[config.mk]
export PLATFORM = sky130hd
export DESIGN_NAME = ldev_cfg_regs
export DESIGN_NICKNAME = d
export VERILOG_FILES = /design/src/rtl/ldev_pkg.sv /design/src/rtl/ldev_ctl_regs.sv /design/src/rtl/ldev_res_regs.sv /design/src/rtl/ldev_io_decode.sv /design/src/rtl/ldev_cfg_regs.sv
export SDC_FILE = /design/constraint.sdc
export NUM_CORES = 1
export LEC_CHECK = 0
export ABC_AREA = 1
export BUFFER_PORTS_ARGS = -buffer_cell sky130_fd_sc_hd__buf_2
export CORE_UTILIZATION = 40
export CTS_BUF_LIST = sky130_fd_sc_hd__clkbuf_8 sky130_fd_sc_hd__clkbuf_16
export DETAILED_ROUTE_END_ITERATION = 8
export PLACE_DENSITY = 0.54
export SYNTH_ARGS = -nofsm -noshare
export SYNTH_HDL_FRONTEND = slang
export SYNTH_HIERARCHICAL = 1
export SYNTH_SLANG_ARGS = --single-unit
export TNS_END_PERCENT = 10
[constraint.sdc]
create_clock -name clk -period 7 [get_ports clk]
set_input_delay 0.35 -clock clk [delete_from_list [all_inputs] [get_ports clk]]
set_output_delay 0.35 -clock clk [all_outputs]
set_load 0.1 [all_outputs]
[src/rtl/ldev_pkg.sv]
package ldev_pkg;
   typedef struct packed {
      logic en;
      logic pat;
   } rc_t;

   localparam logic [7:0] RC_PAT_ONE  = 8'h55;
   localparam logic [7:0] RC_PAT_ZERO = 8'hAA;
endpackage

[src/rtl/ldev_ctl_regs.sv]
module ldev_ctl_regs
   import ldev_pkg::*;
#(
   parameter int IDX_W   = 8,
   parameter int DATA_W  = 8,
   parameter int IDX_ACT = 'h30,
   parameter int IDX_RC  = 'h31
) (
   input  logic              clk,
   input  logic              rst_n,
   input  logic              cfg_rst,
   input  logic              wr_en,
   input  logic [IDX_W-1:0]  wr_idx,
   input  logic [DATA_W-1:0] wr_data,
   input  logic [IDX_W-1:0]  rd_idx,
   output logic [DATA_W-1:0] rd_data,
   output logic              rd_hit,
   output logic              act_o,
   output rc_t               rc_o
);
   localparam logic [IDX_W-1:0] A_ACT = IDX_W'(IDX_ACT);
   localparam logic [IDX_W-1:0] A_RC  = IDX_W'(IDX_RC);

   if (IDX_ACT == IDX_RC) begin : g_bad_idx
      $error("activate and range-check indices collide");
   end

   logic act_q;
   rc_t  rc_q;
   logic unused_wr_bits;
   assign unused_wr_bits = ^wr_data[DATA_W-1:2];

   always_ff @(posedge clk or negedge rst_n) begin
      if (!rst_n) begin
         act_q <= 1'b0;
         rc_q  <= '0;
      end else if (cfg_rst) begin
         act_q <= 1'b0;
         rc_q  <= '0;
      end else if (wr_en) begin
         if (wr_idx == A_ACT) act_q <= wr_data[0];
         if (wr_idx == A_RC) begin
            rc_q.en  <= wr_data[1];
            rc_q.pat <= wr_data[0];
         end
      end
   end

   always_comb begin
      rd_data = '0;
      rd_hit  = 1'b0;
      if (rd_idx == A_ACT) begin
         rd_hit     = 1'b1;
         rd_data[0] = act_q;
      end else if (rd_idx == A_RC) begin
         rd_hit     = 1'b1;
         rd_data[1] = rc_q.en;
         rd_data[0] = rc_q.pat;
      end
   end

   assign act_o = act_q;
   assign rc_o  = rc_q;

   AST_CFG_CLEARS_CTL: assert property (@(posedge clk) disable iff (!rst_n)
      cfg_rst |=> (!act_o && !rc_o.en && !rc_o.pat));
   AST_ACT_HOLDS: assert property (@(posedge clk) disable iff (!rst_n)
      (!cfg_rst && !(wr_en && wr_idx == A_ACT)) |=> $stable(act_o));
endmodule

[src/rtl/ldev_res_regs.sv]
module ldev_res_regs #(
   parameter int IDX_W            = 8,
   parameter int DATA_W           = 8,
   parameter int ADDR_W           = 16,
   parameter int N_IO             = 8,
   parameter int N_IRQ            = 2,
   parameter int N_DMA            = 2,
   parameter int IDX_IO           = 'h60,
   parameter int IDX_IRQ          = 'h70,
   parameter int IDX_DMA          = 'h74,
   parameter int LVL_W            = 4,
   parameter int DMA_W            = 3,
   parameter int DMA_NONE         = 4,
   parameter bit IRQ_CTL_WRITABLE = 1'b1,
   parameter logic [1:0] IRQ_CTL_FIXED = 2'b00
) (
   input  logic                     clk,
   input  logic                     rst_n,
   input  logic                     cfg_rst,
   input  logic                     wr_en,
   input  logic [IDX_W-1:0]         wr_idx,
   input  logic [DATA_W-1:0]        wr_data,
   input  logic [IDX_W-1:0]         rd_idx,
   output logic [DATA_W-1:0]        rd_data,
   output logic                     rd_hit,
   output logic [N_IO*ADDR_W-1:0]   io_base_o
);
   localparam int BYTE_PER_BASE = ADDR_W / DATA_W;

   if (ADDR_W != 2*DATA_W) begin : g_bad_w
      $error("base address must be two data bytes");
   end
   if (IDX_IO + 2*N_IO > IDX_IRQ) begin : g_bad_io
      $error("I/O base block overlaps interrupt block");
   end
   if (IDX_IRQ + 2*N_IRQ > IDX_DMA) begin : g_bad_irq
      $error("interrupt block overlaps DMA block");
   end
   if (DMA_NONE >= (1 << DMA_W) || LVL_W > DATA_W) begin : g_bad_fld
      $error("field widths inconsistent");
   end

   logic [DATA_W-1:0] io_hi [N_IO];
   logic [DATA_W-1:0] io_lo [N_IO];
   logic [LVL_W-1:0]  lvl_q [N_IRQ];
   logic [1:0]        ictl  [N_IRQ];
   logic [DMA_W-1:0]  dma_q [N_DMA];

   for (genvar i = 0; i < N_IO; i++) begin : g_io
      localparam logic [IDX_W-1:0] A_HI = IDX_W'(IDX_IO + BYTE_PER_BASE*i);
      localparam logic [IDX_W-1:0] A_LO = IDX_W'(IDX_IO + BYTE_PER_BASE*i + 1);
      always_ff @(posedge clk or negedge rst_n) begin
         if (!rst_n) begin
            io_hi[i] <= '0;
            io_lo[i] <= '0;
         end else if (cfg_rst) begin
            io_hi[i] <= '0;
            io_lo[i] <= '0;
         end else if (wr_en) begin
            if (wr_idx == A_HI) io_hi[i] <= wr_data;
            if (wr_idx == A_LO) io_lo[i] <= wr_data;
         end
      end
      assign io_base_o[i*ADDR_W +: ADDR_W] = {io_hi[i], io_lo[i]};
   end

   for (genvar j = 0; j < N_IRQ; j++) begin : g_irq
      localparam logic [IDX_W-1:0] A_LVL = IDX_W'(IDX_IRQ + 2*j);
      localparam logic [IDX_W-1:0] A_CTL = IDX_W'(IDX_IRQ + 2*j + 1);
      always_ff @(posedge clk or negedge rst_n) begin
         if (!rst_n)                          lvl_q[j] <= '0;
         else if (cfg_rst)                    lvl_q[j] <= '0;
         else if (wr_en && wr_idx == A_LVL)   lvl_q[j] <= wr_data[LVL_W-1:0];
      end
      if (IRQ_CTL_WRITABLE) begin : g_ctl_rw
         logic [1:0] ctl_q;
         always_ff @(posedge clk or negedge rst_n) begin
            if (!rst_n)                        ctl_q <= '0;
            else if (cfg_rst)                  ctl_q <= '0;
            else if (wr_en && wr_idx == A_CTL) ctl_q <= wr_data[1:0];
         end
         assign ictl[j] = ctl_q;
      end else begin : g_ctl_ro
         assign ictl[j] = IRQ_CTL_FIXED;
      end
   end

   for (genvar k = 0; k < N_DMA; k++) begin : g_dma
      localparam logic [IDX_W-1:0] A_DMA = IDX_W'(IDX_DMA + k);
      always_ff @(posedge clk or negedge rst_n) begin
         if (!rst_n)                        dma_q[k] <= DMA_W'(DMA_NONE);
         else if (cfg_rst)                  dma_q[k] <= DMA_W'(DMA_NONE);
         else if (wr_en && wr_idx == A_DMA) dma_q[k] <= wr_data[DMA_W-1:0];
      end
      AST_DMA_RESTORE: assert property (@(posedge clk) disable iff (!rst_n)
         cfg_rst |=> (dma_q[k] == DMA_W'(DMA_NONE)));
   end

   always_comb begin
      rd_data = '0;
      rd_hit  = 1'b0;
      for (int i = 0; i < N_IO; i++) begin
         if (rd_idx == IDX_W'(IDX_IO + BYTE_PER_BASE*i)) begin
            rd_hit  = 1'b1;
            rd_data = io_hi[i];
         end
         if (rd_idx == IDX_W'(IDX_IO + BYTE_PER_BASE*i + 1)) begin
            rd_hit  = 1'b1;
            rd_data = io_lo[i];
         end
      end
      for (int j = 0; j < N_IRQ; j++) begin
         if (rd_idx == IDX_W'(IDX_IRQ + 2*j)) begin
            rd_hit  = 1'b1;
            rd_data = DATA_W'(lvl_q[j]);
         end
         if (rd_idx == IDX_W'(IDX_IRQ + 2*j + 1)) begin
            rd_hit  = 1'b1;
            rd_data = DATA_W'(ictl[j]);
         end
      end
      for (int k = 0; k < N_DMA; k++) begin
         if (rd_idx == IDX_W'(IDX_DMA + k)) begin
            rd_hit  = 1'b1;
            rd_data = DATA_W'(dma_q[k]);
         end
      end
   end

   AST_RD_ZERO_ON_MISS: assert property (@(posedge clk) disable iff (!rst_n)
      !rd_hit |-> (rd_data == '0));
endmodule

[src/rtl/ldev_io_decode.sv]
module ldev_io_decode #(
   parameter int ADDR_W    = 16,
   parameter int N_IO      = 8,
   parameter int WIN_PORTS = 8
) (
   input  logic [N_IO*ADDR_W-1:0] io_base,
   input  logic [ADDR_W-1:0]      addr,
   output logic                   hit
);
   if (WIN_PORTS < 1 || N_IO < 1) begin : g_bad
      $error("window and range count must be positive");
   end

   localparam logic [ADDR_W:0] WIN = (ADDR_W+1)'(WIN_PORTS);

   logic [N_IO-1:0] hit_v;
   logic [ADDR_W:0] addr_x;
   assign addr_x = {1'b0, addr};

   for (genvar i = 0; i < N_IO; i++) begin : g_win
      logic [ADDR_W:0] lo_x;
      logic            live;
      assign lo_x     = {1'b0, io_base[i*ADDR_W +: ADDR_W]};
      assign live     = (io_base[i*ADDR_W +: ADDR_W] != '0);
      assign hit_v[i] = live && (addr_x >= lo_x) && (addr_x < lo_x + WIN);
   end

   assign hit = |hit_v;
endmodule

[src/rtl/ldev_cfg_regs.sv]
module ldev_cfg_regs
   import ldev_pkg::*;
#(
   parameter int IDX_W     = 8,
   parameter int DATA_W    = 8,
   parameter int ADDR_W    = 16,
   parameter int N_IO      = 8,
   parameter int N_IRQ     = 2,
   parameter int N_DMA     = 2,
   parameter int WIN_PORTS = 8,
   parameter int IDX_ACT   = 'h30,
   parameter int IDX_RC    = 'h31,
   parameter int IDX_IO    = 'h60,
   parameter int IDX_IRQ   = 'h70,
   parameter int IDX_DMA   = 'h74,
   parameter int DMA_NONE  = 4,
   parameter bit IRQ_CTL_WRITABLE = 1'b1
) (
   input  logic              clk,
   input  logic              rst_n,
   input  logic              cfg_rst,
   input  logic              reg_wr,
   input  logic [IDX_W-1:0]  reg_idx,
   input  logic [DATA_W-1:0] reg_wdata,
   output logic [DATA_W-1:0] reg_rdata,
   input  logic              host_rd,
   input  logic [ADDR_W-1:0] host_addr,
   output logic [DATA_W-1:0] host_rdata,
   output logic              host_hit,
   output logic              dev_active
);
   if (DATA_W != 8) begin : g_bad_dw
      $error("test patterns need an 8-bit data path");
   end

   logic              act;
   rc_t               rc;
   logic [DATA_W-1:0] ctl_rd, res_rd;
   logic              ctl_hit, res_hit, win_hit;
   logic [N_IO*ADDR_W-1:0] bases;
   logic              unused_res_hit;
   assign unused_res_hit = res_hit;

   ldev_ctl_regs #(.IDX_W(IDX_W), .DATA_W(DATA_W), .IDX_ACT(IDX_ACT),
                   .IDX_RC(IDX_RC)) u_ctl (
      .clk(clk), .rst_n(rst_n), .cfg_rst(cfg_rst), .wr_en(reg_wr),
      .wr_idx(reg_idx), .wr_data(reg_wdata), .rd_idx(reg_idx),
      .rd_data(ctl_rd), .rd_hit(ctl_hit), .act_o(act), .rc_o(rc));

   ldev_res_regs #(.IDX_W(IDX_W), .DATA_W(DATA_W), .ADDR_W(ADDR_W),
                   .N_IO(N_IO), .N_IRQ(N_IRQ), .N_DMA(N_DMA),
                   .IDX_IO(IDX_IO), .IDX_IRQ(IDX_IRQ), .IDX_DMA(IDX_DMA),
                   .DMA_NONE(DMA_NONE),
                   .IRQ_CTL_WRITABLE(IRQ_CTL_WRITABLE)) u_res (
      .clk(clk), .rst_n(rst_n), .cfg_rst(cfg_rst), .wr_en(reg_wr),
      .wr_idx(reg_idx), .wr_data(reg_wdata), .rd_idx(reg_idx),
      .rd_data(res_rd), .rd_hit(res_hit), .io_base_o(bases));

   ldev_io_decode #(.ADDR_W(ADDR_W), .N_IO(N_IO), .WIN_PORTS(WIN_PORTS)) u_dec (
      .io_base(bases), .addr(host_addr), .hit(win_hit));

   assign reg_rdata  = ctl_hit ? ctl_rd : res_rd;
   assign host_hit   = host_rd && rc.en && !act && win_hit;
   assign host_rdata = host_hit ? (rc.pat ? RC_PAT_ONE : RC_PAT_ZERO) : '0;
   assign dev_active = act;

   AST_HIT_IDLE_ONLY: assert property (@(posedge clk) disable iff (!rst_n)
      host_hit |-> !dev_active);
   AST_HIT_NEEDS_RD: assert property (@(posedge clk) disable iff (!rst_n)
      host_hit |-> host_rd);
   AST_PAT_VALUE: assert property (@(posedge clk) disable iff (!rst_n)
      host_hit |-> (host_rdata == 8'h55 || host_rdata == 8'hAA));
   AST_QUIET_BUS: assert property (@(posedge clk) disable iff (!rst_n)
      !host_hit |-> (host_rdata == '0));
   AST_ACT_RSV: assert property (@(posedge clk) disable iff (!rst_n)
      (reg_idx == IDX_W'(IDX_ACT)) |-> (reg_rdata[DATA_W-1:1] == '0));
   AST_RC_RSV: assert property (@(posedge clk) disable iff (!rst_n)
      (reg_idx == IDX_W'(IDX_RC)) |-> (reg_rdata[DATA_W-1:2] == '0));
   AST_CFG_IDLE: assert property (@(posedge clk) disable iff (!rst_n)
      cfg_rst |=> !host_hit);
endmodule

==> results of run 1 <==
## cell type report
| class | count | area share |
|---|---|---|
| clock buffers | 18 | 0.0256 |
| clock inverters | 14 | 0.00649 |
| inverters | 294 | 0.0645 |
| multi-input cells | 1816 | 0.631 |
| flip-flops and latches | 149 | 0.217 |
| well taps | 518 | 0.0378 |
| repair buffers | 57 | 0.0174 |
## per-layer routing
layer  vias up  share of wire
met2       494           0.43
met3        60          0.067
li1       7622              -
met1      7073           0.48
met4         0          0.021
met5         -              0
## path summary, 6_finish.rpt
path / from / to / slack [ns]
worst min register to register: u_res/lvl_q[4] / u_res/lvl_q[4] / 0.48
min in group clk: reg_wdata[1] / u_ctl/rc_o[1] / 0.20
max in group asynchronous: rst_n / u_res/io_base_o[20] / 5.55
worst min-delay path: rst_n / u_res/io_base_o[115] / -0.01
worst max register to register: u_res/io_base_o[51] / u_res/io_base_o[51] / 6.11
worst max-delay path: u_res/io_base_o[51] / host_rdata[4] / 2.51
## power breakdown
group          leakage (uW)  internal [uW]  switching (uW)
Combinational       0.00601            278             527
Sequential          0.00194            925             114
Clock              0.000265            471             408
## state kept, by name, summed over array words and instances (netlist names)
signal and count:
u_ctl/act_o 1, u_ctl/rc_o 2, u_res/dma_q 6, u_res/g_irq.g_ctl_rw.ctl_q 4
u_res/io_base_o 128, u_res/lvl_q 8
## metrics by stage
step                      cells  utilization
after floorplan            2304            -
after global placement     2834        0.427
after detailed placement   2834        0.427
after CTS                  2866        0.441
after global routing       2866        0.441
final                      2866        0.441
==> out/metrics.csv, run 1 <==
metric,value,unit
status,finished with violations,
violations,hold timing,
initial_core_util,0.408,
ys_warn_count,6,
ios,55,
final_common_cell,nand2_1,
crit_slowest_cell,dfrtp_1,
dp_hpwl,39.5,mm
die_y,201,um
min_period,4.49,ns
p_leak,0.00821,uW
slowest_delay,0.58,ns
grt_use_met1,0.391,
worst_slew_pin_slew,1.22,ns
fin_nets,2620,
gp_congestion,0.897,
multi_input_area,10800,sq um
cts_buffer_depth,2,
row_count,72,
grt_max_degree,85,
die_x,201,um
grt_pass1_vias,14600,
seq_area,3730,sq um
n_fill_cell,4121,
drt_iter0_drc,1447,
crit_family,simple AND/OR/NAND/NOR gates,
cts_tree,done,
syn_avg_cell_area,6.91,sq um
grt_pass1_wl,84.0,mm
path_max_fanout,8,
via_count,15200,
ir_drop,0.000141,V
antenna_cells,0,
stdcell_area,17200,sq um
reg2reg_depth,2,
final_cell_mix,"nand2_1 (650), inv_1 (277), ha_1 (248)",
ctsHoldBuffers,0,
root_buffer,clkbuf_16,
hold_violations,11,
cts.clk_slew.worst_paths,0.07,ns
synthCells,2299,
drive_gt1_frac,0.0767,
grt_util_all_layers,0.268,
drcViolationCount,0,
gr-usage-met2,0.412,
pre_cts_ws,2.98,ns
cap_violations,0,
synthesis.area,15900,sq um
finalWorstSetupSlack,2.51,ns
core,38900,sq um
ant_nets,0,
cp.required,6.65,ns
portBuffers,54,
antenna_found_initial,1,
postCtsSetupRepairBufs,0,
clock_latency,0.42,ns
finalPower,2720,uW
path_depth,18,
worstPathCellList,ha_1 -> nand3_1 -> nor2_1 -> nand3_1 -> nor4_2 -> xor2_1 -> ha_1 -> and3_1 -> nand2_1 -> nor2_1 -> nor2_1 -> nand3_1 -> nand2_1 -> nor2_1 -> nand2_1 -> nand2_1 -> nor3_1 -> buf_2,
overflow,0,
numCtsBuffers,17,
max_slew_margin,0.188,
crit_arrival,4.14,ns
max_freq,223,MHz
crit_type,flip-flop to output pin,
placed_cell_area,16600,sq um
finalCritPeriodShare,0.641,
grt_busiest_layer,met2,
hp-class,input pin to async pin,
cp-end-kind,output pin,
cts_resized,0,
routed_wl,53.6,mm
worst-path-buf-inv,1,
routedWlPerCell,18.7,um
cp-start-kind,flip-flop,
area_growth,8.01,%
p_per_area,159,nW/um^2
die_area,40500,sq um
skew,0,ns
holdWs,-0.0132,ns
firstDrtPassIters,5,
finalSetupViolCount,0,
post_drt_via_cell_ratio,5.32,
maxSlewViolCount,0,
clkSinkCount,149,
use_met3,0.0408,
tns,0,ns
htree_levels,4,
grt_setup_unrepaired,no,
Note: power is estimated with default switching activity, not from simulation.
==> inputs of run 2 (changes only) <==
- ABC_AREA: 1 -> 0
- PLACE_DENSITY: 0.54 -> 0.57
- clock period: 7 -> 4 ns (I/O delays scaled with it)
==> out/metrics.csv, run 2 <==
metric,value,unit,change
initial_core_util,0.410,,was 0.408
cp.required,3.80,ns,was 6.65 ns
gp_congestion,0.955,,was 0.897
clkSinkCount,149,,unchanged
grt_setup_unrepaired,yes,,was no
cts_tree,done,,unchanged
firstDrtPassIters,5,,unchanged
hp-class,input pin to flip-flop,,was input pin to async pin
min_period,4.16,ns,
max_slew_margin,0.386,,was 0.188
htree_levels,4,,unchanged
root_buffer,clkbuf_16,,unchanged
routedWlPerCell,23.0,um,was 18.7 um
p_leak,0.00789,uW,was 0.00821 uW
path_max_fanout,4,,was 8
pre_cts_ws,0.00335,ns,was 2.98 ns
ios,55,,unchanged
final_cell_mix,"ha_1 (247), nor2_1 (190), buf_4 (151), mux2i_1 (151), dfrtp_1 (135)",,"was nand2_1 (650), inv_1 (277), ha_1 (248)"
die_area,39800,sq um,was 40500 sq um
finalCritPeriodShare,1.04,,
syn_avg_cell_area,8.78,sq um,was 6.91 sq um
finalSetupViolCount,9,,was 0
skew,0,ns,unchanged
grt_max_degree,95,,was 85
maxSlewViolCount,0,,unchanged
final_common_cell,ha_1,,was nand2_1
cts.clk_slew.worst_paths,0.07,ns,about the same
violations,setup timing,,was hold timing
synthesis.area,15600,sq um,was 15900 sq um
placed_cell_area,17200,sq um,was 16600 sq um
largest_reg_flops,128,,unchanged
grt_util_all_layers,0.288,,was 0.268
hold_violations,0,,was 11
stdcell_area,18600,sq um,was 17200 sq um
dp_hpwl,41.7,mm,was 39.5 mm
tns,-1.23,ns,was 0 ns
drt_iter0_drc,1228,,was 1447
die_x,200,um,was 201 um
portBuffers,54,,unchanged
clock_latency,0.43,ns,was 0.42 ns
grt_busiest_layer,met2,,unchanged
routed_wl,56.6,mm,was 53.6 mm
row_count,71,,was 72
finalPower,3940,uW,was 2720 uW
n_fill_cell,3724,,was 4121
cp-start-kind,flip-flop,,unchanged
drive_gt1_frac,0.202,,was 0.0767
status,finished with violations,,unchanged
ys_warn_count,6,,unchanged
crit_type,flip-flop to output pin,,unchanged
grt_pass1_vias,14400,,was 14.6k
via_count,14700,,was 15.2k
area_growth,18.9,%,was 8.01%
cts_buffer_depth,2,,unchanged
post_drt_via_cell_ratio,5.97,,was 5.32
die_y,200,um,was 201 um
max_freq,240,MHz,
crit_arrival,3.96,ns,was 4.14 ns
fin_nets,2226,,was 2620
drcViolationCount,0,,unchanged
core,38000,sq um,was 38900 sq um
overflow,0,,unchanged
ant_nets,0,,unchanged
synthCells,1778,,was 2299
worst_slew_pin_slew,0.921,ns,was 1.22 ns
numCtsBuffers,17,,unchanged
cap_violations,0,,unchanged
finalWorstSetupSlack,-0.160,ns,was 2.51 ns
use_met3,0.0405,,was 0.0408
ir_drop,0.000248,V,was 0.000141 V
gr-usage-met2,0.452,,was 0.412
grt_pass1_wl,86.2,mm,was 84.0 mm
p_per_area,213,nW/um^2,was 159 nW/um^2
antenna_cells,0,,unchanged
cp-end-kind,output pin,,unchanged
antenna_found_initial,1,,unchanged
grt_use_met1,0.400,,was 0.391
run 2: worst paths after layout:
kind                                     startpoint  slack [ns]  cells after the start             endpoint
worst max-delay path             u_res/io_base_o[8]       -0.16                     15        host_rdata[7]
worst min register to register       u_res/lvl_q[6]        0.52                      2       u_res/lvl_q[6]
worst min-delay path                         reg_wr        0.27                      4          u_ctl/act_o
min in group asynchronous                     rst_n        0.42                      2   u_res/io_base_o[1]
max in group asynchronous                     rst_n        2.72                      3       u_res/dma_q[2]
worst max register to register  u_res/io_base_o[26]        3.01                      3  u_res/io_base_o[26]
run 2: final cells by class:
type                    instances  area [sq um]  share of cell area
clock buffers                  18           439              0.0237
clock inverters                14           166             0.00897
inverters                     143           537              0.0289
multi-input cells            1422         11400               0.614
flip-flops and latches        149          3750               0.202
well taps                     511           639              0.0345
repair buffers                208          1630              0.0876
run 2: critical path: stages (launching register included):
cell and delay (ns):
dfrtp_1 0.40, inv_2 0.07, nor4_4 0.32, and3_4 0.24
and3_4 0.21, nand3_4 0.08, xnor2_2 0.14, ha_1 0.34
a21o_1 0.16, a21oi_2 0.07, a21oi_2 0.19, a211oi_4 0.08
or4_4 0.61, and4b_4 0.24, and2b_4 0.21, buf_12 0.17
run 2: what timing repair did:
action	4_1_cts	5_1_grt
endpoints found under the hold margin	93	0
hold buffers	1	0
gates resized for setup	36	60
pin swaps	30	45
setup endpoints to repair	9	9
buffers inserted	28	19
run 2: stage by stage:
stage	hold slack [ns]	std cells	util
after floorplan	-0.0956	1783	-
after global placement	0.354	2385	0.453
after detailed placement	0.368	2385	0.453
after CTS	0.255	2446	0.478
after global routing	0.302	2465	0.488
final	0.267	2465	0.488
run 2: layer usage:
metal | up-vias | routed length, um
li1 | 6804 | -
met1 | 7162 | 25700
met2 | 631 | 24900
met3 | 120 | 3830
met4 | 2 | 2110
met5 | - | 12
run 2: where the power goes:
group | switching, uW | internal (uW)
combinational | 483 | 252
clock | 738 | 959
sequential | 2.33 | 1510
total | 1220 | 2720
